--- src/rtl/wdt_pkg.sv ---
package wdt_pkg;
  localparam int CTL_W   = 32;
  localparam int TB_W    = 64;
  localparam int PER_W   = 6;
  localparam int PLO_HI  = 31;
  localparam int PLO_LO  = 30;
  localparam int PHI_HI  = 20;
  localparam int PHI_LO  = 17;
  localparam int CODE_HI = 29;
  localparam int CODE_LO = 28;
  localparam int IE_BIT  = 27;

  typedef struct packed {
    logic arm;
    logic ist;
  } wdt_sts_t;

  function automatic logic [PER_W-1:0] period_of(input logic [CTL_W-1:0] c, input bit ext);
    logic [PER_W-1:0] p;
    p = '0;
    p[1:0] = c[PLO_HI:PLO_LO];
    if (ext) p[PER_W-1:2] = c[PHI_HI:PHI_LO];
    return p;
  endfunction
endpackage

--- src/rtl/wdt_ctl_reg.sv ---
module wdt_ctl_reg
  import wdt_pkg::*;
#(
  parameter bit USE_EXT = 1'b1
) (
  input  logic             clk,
  input  logic             rst,
  input  logic             we,
  input  logic [CTL_W-1:0] wdata,
  output logic [CTL_W-1:0] ctl_q,
  output logic [PER_W-1:0] period,
  output logic [1:0]       code,
  output logic             ie_next
);
  always_ff @(posedge clk) begin
    if (rst) ctl_q <= '0;
    else if (we) ctl_q <= wdata;
  end

  always_comb begin
    period  = period_of(ctl_q, USE_EXT);
    code    = ctl_q[CODE_HI:CODE_LO];
    ie_next = we ? wdata[IE_BIT] : ctl_q[IE_BIT];
  end
endmodule

--- src/rtl/wdt_tick_det.sv ---
module wdt_tick_det
  import wdt_pkg::*;
#(
  parameter int TBW = TB_W,
  parameter int PW  = PER_W
) (
  input  logic           clk,
  input  logic           rst,
  input  logic [TBW-1:0] tbase,
  input  logic [PW-1:0]  period,
  input  logic           frozen,
  output logic           tick
);
  localparam int IW = (TBW > 1) ? $clog2(TBW) : 1;

  logic [IW-1:0] idx;
  logic          sel;
  logic          sel_q;
  logic [PW-1:0] per_q;

  always_comb begin
    idx  = IW'(TBW - 1) - IW'(period);
    sel  = tbase[idx];
    tick = sel & ~sel_q & (period == per_q) & ~frozen;
  end

  always_ff @(posedge clk) begin
    if (rst) begin
      sel_q <= 1'b0;
      per_q <= '0;
    end else begin
      sel_q <= sel;
      per_q <= period;
    end
  end
endmodule

--- src/rtl/wdt_stage.sv ---
module wdt_stage
  import wdt_pkg::*;
(
  input  logic       clk,
  input  logic       rst,
  input  logic       tick,
  input  logic       set_we,
  input  logic       clr_we,
  input  logic [1:0] wdata,
  input  logic       ctl_we,
  input  logic       ie_next,
  input  logic [1:0] code,
  input  logic       wd_en,
  output wdt_sts_t   sts,
  output logic       frozen,
  output logic       irq,
  output logic       rst_req,
  output logic [1:0] rst_code
);
  wdt_sts_t nxt;
  logic     wr_hit;
  logic     final_x;
  logic     fire;

  always_comb begin
    wr_hit  = (set_we | clr_we) & (|wdata);
    final_x = tick & sts.arm & sts.ist & ~wr_hit;
    fire    = final_x & wd_en & (|code);
    nxt     = sts;
    if (wr_hit) begin
      if (set_we) nxt = wdt_sts_t'(nxt | wdata);
      if (clr_we) nxt = wdt_sts_t'(nxt & ~wdata);
    end else if (tick) begin
      if (!sts.arm)      nxt.arm = 1'b1;
      else if (!sts.ist) nxt.ist = 1'b1;
    end
  end

  always_ff @(posedge clk) begin
    if (rst) begin
      sts      <= '0;
      frozen   <= 1'b0;
      irq      <= 1'b0;
      rst_req  <= 1'b0;
      rst_code <= 2'b00;
    end else begin
      sts      <= nxt;
      frozen   <= (ctl_we | wr_hit) ? 1'b0 : (final_x ? 1'b1 : frozen);
      irq      <= ie_next & nxt.ist;
      rst_req  <= fire;
      rst_code <= fire ? code : 2'b00;
    end
  end
endmodule

--- src/rtl/wdt_escalator.sv ---
module wdt_escalator
  import wdt_pkg::*;
#(
  parameter bit USE_EXT = 1'b1
) (
  input  logic             clk,
  input  logic             rst,
  input  logic [TB_W-1:0]  tbase,
  input  logic             wd_en,
  input  logic             ctl_we,
  input  logic [CTL_W-1:0] ctl_wdata,
  input  logic             sts_set_we,
  input  logic             sts_clr_we,
  input  logic [1:0]       sts_wdata,
  output logic [CTL_W-1:0] ctl_o,
  output logic [1:0]       sts_o,
  output logic             irq_o,
  output logic             rst_req_o,
  output logic [1:0]       rst_code_o
);
  logic [PER_W-1:0] period;
  logic [1:0]       code;
  logic             ie_next;
  logic             tick;
  logic             frozen;
  wdt_sts_t         sts;

  wdt_ctl_reg #(.USE_EXT(USE_EXT)) u_ctl (
    .clk(clk), .rst(rst), .we(ctl_we), .wdata(ctl_wdata),
    .ctl_q(ctl_o), .period(period), .code(code), .ie_next(ie_next)
  );

  wdt_tick_det #(.TBW(TB_W), .PW(PER_W)) u_det (
    .clk(clk), .rst(rst), .tbase(tbase), .period(period),
    .frozen(frozen), .tick(tick)
  );

  wdt_stage u_stg (
    .clk(clk), .rst(rst), .tick(tick), .set_we(sts_set_we),
    .clr_we(sts_clr_we), .wdata(sts_wdata), .ctl_we(ctl_we),
    .ie_next(ie_next), .code(code), .wd_en(wd_en), .sts(sts),
    .frozen(frozen), .irq(irq_o), .rst_req(rst_req_o), .rst_code(rst_code_o)
  );

  assign sts_o = {sts.arm, sts.ist};
endmodule

--- config.mk ---
export PLATFORM = sky130hd
export DESIGN_NAME = wdt_escalator
export DESIGN_NICKNAME = d
export VERILOG_FILES = /design/src/rtl/wdt_pkg.sv /design/src/rtl/wdt_ctl_reg.sv /design/src/rtl/wdt_tick_det.sv /design/src/rtl/wdt_stage.sv /design/src/rtl/wdt_escalator.sv
export SDC_FILE = /design/constraint.sdc
export NUM_CORES = 1
export LEC_CHECK = 0
export ABC_AREA = 1
export BUFFER_PORTS_ARGS = -buffer_cell sky130_fd_sc_hd__buf_2
export CAP_MARGIN = 15
export CELL_PAD_IN_SITES_DETAIL_PLACEMENT = 1
export CELL_PAD_IN_SITES_GLOBAL_PLACEMENT = 2
export CORE_UTILIZATION = 20
export CTS_BUF_LIST = sky130_fd_sc_hd__clkbuf_8
export CTS_CLUSTER_DIAMETER = 100
export DETAILED_ROUTE_END_ITERATION = 6
export GPL_TIMING_DRIVEN = 0
export MAX_ROUTING_LAYER = met4
export PLACE_DENSITY = 0.85
export SLEW_MARGIN = 25
export SYNTH_ARGS = -nofsm -noshare
export SYNTH_HDL_FRONTEND = slang
export SYNTH_SLANG_ARGS = --single-unit
export TNS_END_PERCENT = 10
--- constraint.sdc ---
create_clock -name clk -period 1.4 [get_ports clk]
set_input_delay 0 -clock clk [delete_from_list [all_inputs] [get_ports clk]]
set_output_delay 0 -clock clk [all_outputs]
set_load 0.02 [all_outputs]
==> flow_summary.json <==
{
  "min_to": "u_ctl.ctl_q[29]",
  "cp_common_cell": "buf_4",
  "rsz0062_at_grt": "true",
  "final_core_util": 0.339,
  "holdPathStages": 3,
  "critPathMaxStageDelay_ps": 340,
  "syn_inst": 347,
  "critPathBufInv": 4,
  "min_period_ps": 1640,
  "worstSetupPathType": "flop to flop",
  "grt_max_degree": 15,
  "wl_per_cell_um": 14.4,
  "drv_cap": 0,
  "setup_violations": 8,
  "wl_met1_um": 4190,
  "die_width_um": 111,
  "reg2regPathDepth": 9,
  "worstPathCellList": "buf_6, inv_2, buf_4, nand2_1, o21ai_0, nor4_4, buf_4, nand4_4, a21oi_2",
  "critical-path-slowest-cell": "dfxtp_2",
  "final_common_cell": "buf_2",
  "root_buffer": "clkbuf_8",
  "reg2reg_from": "u_ctl.ctl_q[17]",
  "wl_met3_um": 680,
  "failed_checks": "setup timing",
  "vias_per_cell": 4.45,
  "r2r_slack_ps": -240,
  "ys_seq_area_frac": 0.390,
  "cts_inserted_buffers": 5,
  "layout_setup_ws_ps": -241,
  "dpl.hpwl_um": 7250,
  "clkSinkCount": 46,
  "clock-skew-final_ps": 7.81,
  "intPower_mw": 2.38,
  "tightest_slew_ps": 512,
  "grt_remaining_overflow": 0,
  "crit_path_end_kind": "flop",
  "cp.required_ps": 1640,
  "remaining_drc_errors": 0,
  "clockBufferDepth": 2,
  "grt_usage": 0.166,
  "antenna_found_initial": 0,
  "io_buffer_count": 141,
  "syn_area_per_cell_um2": 6.80,
  "htreeDepth": 2,
  "cts_tree": "done",
  "crit_fanout": 10,
  "n_antenna_cell": 0,
  "worstReg2RegEnd": "u_stg.frozen",
  "first_pass_iters": 4,
  "met2WireLength_um": 4810,
  "drive_above_1_share": 0.371,
  "core_um2": 11500,
  "ir_worst_vdd_v": 0.000575,
  "dr_total_vias": 3006,
  "postRouteAntennaNets": 0,
  "pwr-share-comb": 0.292,
  "initial_core_util": 0.206,
  "relSlewSlack": 0.658,
  "p_seq_frac": 0.419,
  "post-place-ws_ps": -391,
  "netSwitchingPower_mw": 1.08,
  "synth_warnings": 0,
  "power.share.clock": 0.290,
  "insertion_delay_ps": 310,
  "syn2layout_area_growth_pct": 65.0,
  "layout_common_cells": "buf_2 (141), nand2_1 (86), nor2_1 (59)",
  "start_kind": "flop",
  "fmax_ghz": 0.609,
  "drt_wl_total_um": 9770,
  "cp_top_family": "buffers and inverters",
  "synth_nets": 451,
  "final_max_slew_viol_count": 0,
  "die_y_um": 111,
  "grt_pass1_vias": 3305,
  "hp-class": "input pin to flop",
  "status": "finished with violations",
  "min-delay-start": "ctl_wdata[29]",
  "synth-seq-cells": 46,
  "timing.final.crit_share": 1.17,
  "grt_pass1_wl_um": 16000,
  "nets": 636,
  "row_count": 39,
  "ioPinCount": 142,
  "arrival_ps": 1880,
  "switching_share": 0.312,
  "drt_first_iter_violations": 86,
  "cts.clk_slew.worst_paths_ps": 90,
  "power_density_nw_per_um2": 890,
  "leakage_nw": 1.91,
  "synthDistinctLibCells": 28,
  "floorplan.die_area_um2": 12200,
  "syn_area_um2": 2360,
  "gp_congestion": 0.810,
  "top_layer": "met4",
  "timing.final.hold_violations": 0
}
## routing by layer
metal  vias up  GRT usage
met5         -          -
met4         0     0.0373
met3         7     0.0406
met2       118      0.304
met1      1377      0.180
li1       1504          -
## registers in the layout, indices dropped and copies added, names as in the netlist
register,flops
u_det.per_q,6
u_stg.sts,2
u_ctl.ctl_q,32
u_stg.irq,1
u_det.sel_q,1
u_stg.rst_req,1
u_stg.frozen,1
u_stg.rst_code,2
## power groups by stage
stage | combinational (mW) | sequential (mW) | clock (mW)
3_5_place_dp | 0.853 | 1.47 | 0
6_report | 1.01 | 1.45 | 1.00
5_1_grt | 1.11 | 1.46 | 1.08
3_3_place_gp | 0.840 | 1.47 | 0
4_1_cts | 0.999 | 1.45 | 1.04
2_1_floorplan | 0.415 | 1.55 | 0
## how the worst max path moves through the flow
| stage | start | end | slack [ps] | depth (start not counted) |
|---|---|---|---|---|
| finish | u_ctl.ctl_q[17] | u_stg.frozen | -240 | 9 |
| global route | u_ctl.ctl_q[17] | u_stg.frozen | -380 | 9 |
| CTS | u_ctl.ctl_q[30] | u_stg.irq | -260 | 12 |
| detailed placement | u_ctl.ctl_q[30] | u_stg.rst_code[0] | -390 | 13 |
| global placement | u_ctl.ctl_q[30] | u_stg.rst_code[1] | -350 | 13 |
| floorplan | u_ctl.ctl_q[17] | u_stg.rst_code[0] | -100 | 8 |
## cell type report
class,instances,area (um^2)
Multi-Input combinational cell,263,1300
Sequential cell,46,928
Inverter,16,77.6
Tap cell,143,179
Clock inverter,3,40.0
Fill cell,1470,7570
Buffer,21,184
Timing Repair Buffer,179,1110
Clock buffer,5,68.8
## kinds of logic (layout without fill, tap and decap cells)
kind of cell    after synthesis  in the layout  synth area share
simple gates                209            209             0.382
compound gates               53             53             0.122
flops                        46             46             0.390
buf+inv                      38            224             0.101
xor+xnor                      1              1           0.00371
## metrics by stage
stage / power, mW / area [um^2] / hold WS [ps] / TNS [ps] / instances
after floorplan: 1.96 / 2360 / 91.4 / -483 / 347
after global placement: 2.31 / 3250 / 223 / -2160 / 631
after detailed placement: 2.32 / 3250 / 230 / -2350 / 631
after CTS: 3.49 / 3850 / 0.204 / -1770 / 676
after global routing: 3.66 / 3890 / 27.7 / -2660 / 676
final: 3.46 / 3890 / 3.99 / -1620 / 676
## synthesized netlist by cell type (all sizes together)
cell type  count  area (um^2)
clkinv         1         8.76
dfxtp         46          921
buf           12          131
nor4           1         21.3
xnor2          1         8.76
a211oi         1         7.51
o22ai          2         12.5
clkbuf        10         37.5
or2            1         6.26
nand4          3         25.0
o21ai         33          165
nand3         54          280
a21oi         13         65.1
o211ai         2         20.0
nor2          59          221
a22o           1         8.76
nor3           3         15.0
a2bb2oi        1         8.76
nand2         88          333
inv           15         61.3
## worst reg2reg max path: stages, from the launching register on
cell,delay (ps)
dfxtp_2,340
buf_6,140
inv_2,50
buf_4,170
nand2_1,60
o21ai_0,120
nor4_4,230
buf_4,180
nand4_4,140
a21oi_2,150
## timing repair
action,in CTS,in global routing
hold endpoints to repair,30,0
pin swaps,16,7
hold buffers,30,0
gates cloned,2,0
buffers inserted,6,0
gates resized for setup,22,9
endpoints found under the setup margin,8,9
(Power assumes the default switching activity.)
